==> config.mk <==
export PLATFORM = sky130hd
export DESIGN_NAME = periodic_irq_timer
export DESIGN_NICKNAME = d
export VERILOG_FILES = /design/src/rtl/tmr_regs_pkg.sv /design/src/rtl/tmr_prescaler.sv /design/src/rtl/tmr_down_counter.sv /design/src/rtl/tmr_irq_latch.sv /design/src/rtl/periodic_irq_timer.sv
export SDC_FILE = /design/constraint.sdc
export NUM_CORES = 1
export LEC_CHECK = 0
export ABC_CLOCK_PERIOD_IN_PS = 3400
export CORE_MARGIN = 3
export CORE_UTILIZATION = 49
export CTS_CLUSTER_SIZE = 40
export DETAILED_ROUTE_END_ITERATION = 6
export PLACE_DENSITY = 0.81
export SLEW_MARGIN = 15
export SYNTH_ARGS = -nofsm -noshare
export SYNTH_HDL_FRONTEND = slang
export SYNTH_SLANG_ARGS = --single-unit
==> constraint.sdc <==
create_clock -name clk -period 3.4 [get_ports clk]
set_clock_uncertainty 0.05 [all_clocks]
set_input_delay 0.68 -clock clk [delete_from_list [all_inputs] [get_ports clk]]
set_output_delay 0.68 -clock clk [all_outputs]
set_load 0.02 [all_outputs]
==> src/rtl/tmr_regs_pkg.sv <==
package tmr_regs_pkg;

   localparam int VEC_W = 8;
   localparam int DIV_CODE_W = 4;

   localparam logic [11:0] OFF_ACK   = 12'h0B0;
   localparam logic [11:0] OFF_CTRL  = 12'h320;
   localparam logic [11:0] OFF_START = 12'h380;
   localparam logic [11:0] OFF_LIVE  = 12'h390;
   localparam logic [11:0] OFF_DIV   = 12'h3E0;

   typedef struct packed {
      logic             periodic;
      logic             mask;
      logic [VEC_W-1:0] vec;
   } tmr_ctrl_t;

   // Shift amount of the prescaler: code 111 -> 0 (divide by 1), else index+1
   function automatic logic [2:0] div_shift(input logic [DIV_CODE_W-1:0] code);
      logic [2:0] idx;
      idx = {code[3], code[1], code[0]};
      return (idx == 3'b111) ? 3'd0 : idx + 3'd1;
   endfunction

endpackage

==> src/rtl/tmr_prescaler.sv <==
module tmr_prescaler #(
   parameter int PRE_W = 7
) (
   input  logic       clk,
   input  logic       rst_n,
   input  logic       restart,
   input  logic [2:0] shift,
   output logic       tick
);

   generate
      if (PRE_W < 7) begin : g_pre_w_bad
         $error("tmr_prescaler: PRE_W must cover divide by 128");
      end
   endgenerate

   logic [PRE_W-1:0] pcnt_q;
   logic [PRE_W-1:0] phase_mask;

   always_comb begin
      phase_mask = PRE_W'((1 << shift) - 1);
      tick       = (pcnt_q & phase_mask) == phase_mask;
   end

   always_ff @(posedge clk) begin
      if (!rst_n)       pcnt_q <= '0;
      else if (restart) pcnt_q <= '0;
      else              pcnt_q <= pcnt_q + PRE_W'(1);
   end


   tick_spacing_chk: assert property (@(posedge clk) disable iff (!rst_n)
      (tick && shift != 3'd0) |=> (!tick || shift != $past(shift)));

endmodule

==> src/rtl/tmr_down_counter.sv <==
module tmr_down_counter #(
   parameter int CNT_W = 32
) (
   input  logic             clk,
   input  logic             rst_n,
   input  logic             load,
   input  logic [CNT_W-1:0] load_val,
   input  logic [CNT_W-1:0] reload_val,
   input  logic             periodic,
   input  logic             tick,
   output logic [CNT_W-1:0] count,
   output logic             expire
);

   logic [CNT_W-1:0] count_q;

   assign count  = count_q;
   assign expire = tick && (count_q == CNT_W'(1)) && !load;

   always_ff @(posedge clk) begin
      if (!rst_n) begin
         count_q <= '0;
      end else if (load) begin
         count_q <= load_val;
      end else if (tick && count_q != '0) begin
         if (count_q == CNT_W'(1)) count_q <= periodic ? reload_val : '0;
         else                      count_q <= count_q - CNT_W'(1);
      end
   end


   step_down_chk: assert property (@(posedge clk) disable iff (!rst_n)
      (tick && !load && count_q > CNT_W'(1)) |=> count_q == $past(count_q) - CNT_W'(1));


   reload_value_chk: assert property (@(posedge clk) disable iff (!rst_n)
      (expire && periodic) |=> count_q == $past(reload_val));


   oneshot_halt_chk: assert property (@(posedge clk) disable iff (!rst_n)
      (count_q == '0 && !load) |=> count_q == '0);

endmodule

==> src/rtl/tmr_irq_latch.sv <==
module tmr_irq_latch (
   input  logic clk,
   input  logic rst_n,
   input  logic fire,
   input  logic ack,
   output logic req
);

   logic req_q, pend_q;
   logic req_d, pend_d;

   always_comb begin
      req_d  = req_q & ~ack;
      pend_d = pend_q;
      if (ack && pend_q) begin
         req_d  = 1'b1;
         pend_d = 1'b0;
      end
      if (fire) begin
         if (req_d) pend_d = 1'b1;
         else       req_d  = 1'b1;
      end
   end

   always_ff @(posedge clk) begin
      if (!rst_n) begin
         req_q  <= 1'b0;
         pend_q <= 1'b0;
      end else begin
         req_q  <= req_d;
         pend_q <= pend_d;
      end
   end

   assign req = req_q;


   pend_needs_req_chk: assert property (@(posedge clk) disable iff (!rst_n)
      pend_q |-> req_q);


   req_rise_cause_chk: assert property (@(posedge clk) disable iff (!rst_n)
      $rose(req_q) |-> $past(fire));


   ack_clears_chk: assert property (@(posedge clk) disable iff (!rst_n)
      (ack && !pend_q && !fire) |=> !req_q);

endmodule

==> src/rtl/periodic_irq_timer.sv <==
module periodic_irq_timer
   import tmr_regs_pkg::*;
#(
   parameter int ADDR_W = 12,
   parameter int CNT_W  = 32,
   parameter int PRE_W  = 7
) (
   input  logic              clk,
   input  logic              rst_n,
   input  logic [ADDR_W-1:0] bus_addr,
   input  logic              bus_we,
   input  logic [31:0]       bus_wdata,
   output logic [31:0]       bus_rdata,
   output logic              irq_req,
   output logic [VEC_W-1:0]  irq_vector
);

   localparam int DATA_W = 32;
   localparam logic [ADDR_W-1:0] A_ACK   = ADDR_W'(OFF_ACK);
   localparam logic [ADDR_W-1:0] A_CTRL  = ADDR_W'(OFF_CTRL);
   localparam logic [ADDR_W-1:0] A_START = ADDR_W'(OFF_START);
   localparam logic [ADDR_W-1:0] A_LIVE  = ADDR_W'(OFF_LIVE);
   localparam logic [ADDR_W-1:0] A_DIV   = ADDR_W'(OFF_DIV);

   generate
      if (ADDR_W < 10) begin : g_addr_bad
         $error("periodic_irq_timer: ADDR_W too small for the register map");
      end
      if (CNT_W < 2 || CNT_W > DATA_W) begin : g_cnt_bad
         $error("periodic_irq_timer: CNT_W must lie in 2..32");
      end
   endgenerate

   tmr_ctrl_t              ctrl_q;
   logic [CNT_W-1:0]       start_q;
   logic [DIV_CODE_W-1:0]  div_q;
   logic                   wr_ctrl, wr_start, wr_div, wr_ack;
   logic                   tick, expire;
   logic [CNT_W-1:0]       live_cnt;

   assign wr_ctrl  = bus_we && bus_addr == A_CTRL;
   assign wr_start = bus_we && bus_addr == A_START;
   assign wr_div   = bus_we && bus_addr == A_DIV;
   assign wr_ack   = bus_we && bus_addr == A_ACK;

   always_ff @(posedge clk) begin
      if (!rst_n) begin
         ctrl_q  <= '0;
         start_q <= '0;
         div_q   <= '0;
      end else begin
         if (wr_ctrl)  ctrl_q  <= '{periodic: bus_wdata[17], mask: bus_wdata[16],
                                    vec: bus_wdata[VEC_W-1:0]};
         if (wr_start) start_q <= bus_wdata[CNT_W-1:0];
         if (wr_div)   div_q   <= bus_wdata[DIV_CODE_W-1:0];
      end
   end

   tmr_prescaler #(.PRE_W(PRE_W)) prescaler_i (
      .clk     (clk),
      .rst_n   (rst_n),
      .restart (wr_start),
      .shift   (div_shift(div_q)),
      .tick    (tick)
   );

   tmr_down_counter #(.CNT_W(CNT_W)) counter_i (
      .clk        (clk),
      .rst_n      (rst_n),
      .load       (wr_start),
      .load_val   (bus_wdata[CNT_W-1:0]),
      .reload_val (start_q),
      .periodic   (ctrl_q.periodic),
      .tick       (tick),
      .count      (live_cnt),
      .expire     (expire)
   );

   tmr_irq_latch irq_latch_i (
      .clk   (clk),
      .rst_n (rst_n),
      .fire  (expire && !ctrl_q.mask),
      .ack   (wr_ack),
      .req   (irq_req)
   );

   assign irq_vector = ctrl_q.vec;

   always_comb begin
      bus_rdata = '0;
      if (bus_addr == A_CTRL)
         bus_rdata = {14'd0, ctrl_q.periodic, ctrl_q.mask, 8'd0, ctrl_q.vec};
      else if (bus_addr == A_START)
         bus_rdata = DATA_W'(start_q);
      else if (bus_addr == A_LIVE)
         bus_rdata = DATA_W'(live_cnt);
      else if (bus_addr == A_DIV)
         bus_rdata = DATA_W'(div_q);
   end


   stop_on_zero_chk: assert property (@(posedge clk) disable iff (!rst_n)
      (wr_start && bus_wdata[CNT_W-1:0] == '0) |=> (live_cnt == '0 && !$rose(irq_req)));


   masked_quiet_chk: assert property (@(posedge clk) disable iff (!rst_n)
      (ctrl_q.mask && !irq_req) |=> !irq_req);

endmodule

======== After elaboration in Yosys (flattened, before gate mapping) ========
Index checks and enable logic that the tools add are counted.
storage, ports and cells
  register bits ........................... 87
  latch bits .............................. 0
  memory bits (writable) .................. 0
  bits in read-only memories .............. 0
  bits of input ports ..................... 47
  output and inout port bits .............. 41
  logic and storage cells ................. 54
  memories kept ........................... 0
operators by class
  $add $sub $neg .......................... 4
  $mul .................................... 0
  divide/modulo/power cells ............... 0
  magnitude comparators ................... 0
  equal/unequal tests ..................... 8
  shift operators ......................... 1
  mux-type cells .......................... 14
  bitwise operators ....................... 4
  reductions and logical operators ........ 14
operator list
  kind                     number
  $mux W32                 7
  $eq A12 B10 Y1 const B   4
  $eq A32 B1 Y1 const B    1
  $reduce_bool A32 Y1      1
  $sub A32 B1 Y32 const B  1
  $eq A12 B8 Y1 const B    1
  $logic_and A1 B1 Y1      9
  $add A7 B1 Y7 const B    1
  $and A7 B7 Y7            1
  $eq A7 B7 Y1             1
  $shl A1 B3 Y7 const A    1
  $sub A7 B2 Y7 const B    1
  $mux W1                  5
  $mux W4                  1
  $add A3 B1 Y3 const B    1
  $eq A3 B3 Y1 const B     1
  $mux W3                  1
  $logic_not A1 Y1         2
  $not A1 Y1               2
  $reduce_bool A2 Y1       1
  $reduce_or A2 Y1         1
  $and A1 B1 Y1            1

======== Longest topological paths before layout ========
  depth in word-level cells ............... 10
  mapped depth ............................ 15
  depth with buffers taken out ............ 12

======== Modules after synthesis ========
Synthesis repeated with hierarchy kept, for this count alone.
unflattened totals
  cells, all modules ...................... 702
  area, all modules ....................... 5471.5 um^2
by module, submodules not included
  module              times used  cells an instance  area each (um^2)  sequential area each (um^2)
  periodic_irq_timer  1           310                2563.7            920.9
  tmr_down_counter    1           347                2508.7            640.6
  tmr_prescaler       1           37                 319.1             140.1
  tmr_irq_latch       1           8                  80.1              40.0

======== Worst setup path before layout ========
Ideal clock, no wire load.
  path kind ............................... reg-to-reg
  start point ............................. register div_q[0]
  end point ............................... register counter_i.count_q[15], in the netlist counter_i.count[15]
  setup time .............................. 0.132 ns
  arrival ................................. 3.200 ns
  data required time ...................... 3.218 ns
  path slack .............................. 0.018 ns
  stages on the path, launching flop included .. 16
  buffers on the path ..................... 3
  period minus slack after synthesis ...... 3.382 ns
  cell sequence ........................... dfxtp_1 -> clkbuf_1 -> nand2_1 -> inv_1 -> ha_1 -> or3b_1 -> ha_1 -> nand2b_1 -> mux2_2 -> a21o_1 -> a221oi_2 -> nand2_1 -> buf_2 -> buf_2 -> a31oi_1 -> a21oi_1
between the ends
  cells in the longest elaborated chain, start to end .. 8
  elaborated cells on any way between the ends .. 9
  classes of those cells .................. 2 x add/sub; 2 x eq/ne; 1 x shift; 1 x mux; 1 x bitwise; 2 x reduce/logical
RTL lines
  item                                           line                      RTL
  start: declaration                             periodic_irq_timer.sv:36  logic [DIV_CODE_W-1:0] div_q;
  start signal: assignment                       periodic_irq_timer.sv:55  if (wr_div) div_q <= bus_wdata[DIV_CODE_W-1:0];
  $add A3 B1 Y3 or $eq A3 B3 Y1 (tied branches)  tmr_regs_pkg.sv:22        return (idx == 3'b111) ? 3'd0 : idx + 3'd1;
  $mux W3 *                                      tmr_regs_pkg.sv:22
  $shl A1 B3 Y7 *                                tmr_prescaler.sv:21       phase_mask = PRE_W'((1 << shift) - 1);
  $sub A7 B2 Y7 *                                tmr_prescaler.sv:21
  $and A7 B7 Y7                                  tmr_prescaler.sv:22       tick = (pcnt_q & phase_mask) == phase_mask;
  $eq A7 B7 Y1 *                                 tmr_prescaler.sv:22
  $logic_and A1 B1 Y1 *                          tmr_down_counter.sv:25    end else if (tick && count_q != '0) begin
  $reduce_bool A2 Y1 (no source line) *          -
  end signal: assignment                         tmr_down_counter.sv:24    count_q <= load_val;
  end signal: assignment                         tmr_down_counter.sv:26    if (count_q == CNT_W'(1)) count_q <= periodic ? reload_val : '0;
  end signal: assignment                         tmr_down_counter.sv:27    else count_q <= count_q - CNT_W'(1);
  end: declaration                               tmr_down_counter.sv:15    logic [CNT_W-1:0] count_q;
Every way passes the cells marked *; elsewhere a longest branch is shown, timed or not.
A chain may end at the register's enable or synchronous reset.

======== Worst setup path after layout ========
  start point ............................. register div_q[1]
  end point ............................... register counter_i.count_q[28], in the netlist counter_i.count[28]
The elaborated chain is that of the path after synthesis.

==> metrics.csv <==
metric,value,unit
sequential power share,29.4,%
hold_sp,prescaler_i.pcnt_q[0],
TritonCTS Sinks,87,
global-route wire length before repair,27.3,mm
via count,5850,
Worst-Margin Slew,0.973,ns
Worst setup SP type,flop,
die height,109,µm
"commonest cells after routing, fill and taps aside","nand2_1 (116), dfxtp_1 (87), a21oi_1 (77)",
Port Buf Inserts,87,
top_reg_cell synth,dfxtp_1,
switch share,48.9,%
leakage power,0.00252,µW
outcome,finished with violations,
count of cell types in the netlist,65,
CTS Buf Count,9,
Mean Syn Cell Area,7.47,µm²
largest net degree at the start of global routing,57,
placed cells,902,
Routed Antenna Nets,0,
WP data required,3.62,ns
NumNets Final,842,
vias in the first global route,5739,
Cell Pwr Density,785,nW/µm²
placed wire-length estimate,12.2,mm
GRT Util Overall,28.7,%
cts hold-fix bufs,0,
Mapped Cells,694,
Final period util,97.6,%
Tot Pwr,5120,µW
initial antenna violation count,0,
iteration-0 DRC count of the detailed router,780,
Core ar.,10000,µm²
Internal Pwr Total,2620,µW
worst hold slack,0.419,ns
sequential area share after synthesis,33.6,%
Hold Crit Class,flop to flop,
R2R setup slack,0.08,ns
H-tree depth,3,
post-layout minimum cycle time,3.32,ns
Post-synth EDFFs,0,
slew margin rel.,34.9,%
setup ws final,0.0812,ns
failing checks,design-rule violations,
Pre-antenna DRT Iters,7,
Die X,109,µm
Seq cells post-synth,87,
"Arr. time, crit path",3.53,ns
Crit Path Category,flop to flop,
Synth async-reset ratio,0,%
Worst Hold Path Cells,1,
die area,11900,µm²
via density per instance,6.32,
f_max,0.301,GHz
part of the power in the clock network,12.9,%
Final setup violation count,0,
Synth Net Count,748,
Logic pwr share,57.7,%
CTS tree,yes,
Core Rows,36,
"Area growth, synth to finish",25.7,%
"commonest non-fill, non-tap cell in the layout",nand2_1,
NetSw,2500,µW
DP Worst Slack,-0.536,ns
worst r2r src,div_q[1],
WL per Instance,18.4,µm
clock transition at the registers of the reported paths,0.09,ns
Worst path max stage delay,0.39,ns
Final Max Tran Viols,0,
number of diodes,0,
IO Pins,88,
critical path endpoint category,flop,
FF-to-FF path depth,14,
CP cell instances,"nand2_1, inv_1, ha_1, or3b_4, ha_2, nand2b_1, mux2_2, a21o_1, a221oi_2, buf_4, a21oi_2, buf_4, o21a_1, o21a_1",
Max-cap violations,0,
"Cell Area, Synth",5190,µm²
DRC Markers,14,
hold endpoint,prescaler_i.pcnt_q[0],
final hold vios,0,
CP Max Fanout,6,
Reg-to-Reg End,counter_i.count[28],
ratio of cells with drive above 1 in the final layout,16.3,%
GP Congestion,0.942,
Initial Util,51.6,%
Yosys warnings,0,
"Slowest-stage cell, CP",or3b_4,
peak supply drop,0.000474,V
Clock Path Buffers,2,
Layout Cells excl Fill,926,
routed wire length,17.1,mm
clk root buf,clkbuf_8,
GRT Residual Overflow,0,
clk_lat worst skew,0.36,ns
per-stage QoR:
step	cell area, µm²	setup TNS, ns	utilization (%)
3_5_place_dp	6310	-16.46	62.9
3_3_place_gp	6310	-14.20	62.9
4_1_cts	6490	-0.925	64.6
2_1_floorplan	5190	0	-
5_1_grt	6520	-0.0621	64.9
6_report	6520	0	64.9
power groups by stage:
stage | registers, µW | clock network [µW] | logic [µW]
6_report | 1500 | 662 | 2950
5_1_grt | 1520 | 711 | 3220
4_1_cts | 1480 | 667 | 2780
3_5_place_dp | 1500 | 0 | 2750
3_3_place_gp | 1490 | 0 | 2700
2_1_floorplan | 1380 | 0 | 2190
how the worst max path moves through the flow:
| stage | from | end | slack, ns | cells past startpoint |
|---|---|---|---|---|
| global route | div_q[1] | counter_i.count[28] | -0.02 | 14 |
| floorplan | div_q[0] | counter_i.count[15] | 0.02 | 15 |
| finish | div_q[1] | counter_i.count[28] | 0.08 | 14 |
| detailed placement | bus_addr[8] | bus_rdata[16] | -0.54 | 8 |
| global placement | bus_addr[8] | bus_rdata[16] | -0.47 | 8 |
| CTS | bus_addr[8] | bus_rdata[6] | -0.24 | 8 |
layout make-up:
cell class / instances / area, µm²
clock buffers: 10 / 128
clock inverters: 6 / 46.3
fillers: 871 / 3520
inverters: 17 / 63.8
multi-input cells: 533 / 3220
flip-flops and latches: 87 / 1740
well taps: 133 / 166
repair buffers: 140 / 1160
flip-flops by register name (all words and copies together) (netlist names):
signal and cells:
irq_latch_i.pend_q 1, ctrl_q 2, irq_vector 8, irq_latch_i.req 1, div_q 4, counter_i.count 32
start_q 32, prescaler_i.pcnt_q 7
kinds of logic after synthesis:
| kind of cell | synth area share, % |
|---|---|
| simple gates | 29.2 |
| compound gates | 26.7 |
| flops | 33.6 |
| buf+inv | 6.37 |
| xor+xnor | 1.35 |
| fa+ha+maj | 1.69 |
| mux | 1.18 |
synthesized netlist by cell type (all sizes together), types with 10 or more instances:
cell,instances,area [µm²]
nand2,118,443
dfxtp,87,1740
a21oi,78,390
o21ai,49,245
nor2,46,173
nand3,42,228
clkbuf,37,140
a22o,26,228
buf,20,126
nor3,20,100
nor4,19,215
inv,17,63.8
a222oi,15,150
and3,10,62.6
worst max-delay path, delay by kind of cell, from the launching register on:
kind | cells | cell delay (ns)
mux | 1 | 0.35
buf+inv | 3 | 0.44
compound gates | 5 | 0.97
flops | 1 | 0.32
fa+ha+maj | 2 | 0.49
simple gates | 3 | 0.59
metal layers:
layer  global-route usage, %  wire length [µm]
met1                    36.5              6590
met2                    47.4              8300
met3                    6.51              1840
met4                    10.6               327
met5                       0                 0
timing repair:
| item | 4_1_cts | 5_1_grt |
|---|---|---|
| gates cloned | 0 | 1 |
| pin swaps | 0 | 9 |
| endpoints found under the setup margin | 46 | 59 |
| resized for setup | 44 | 78 |
| setup buffers | 0 | 7 |
No activity file was read; power rests on OpenSTA's default activity.
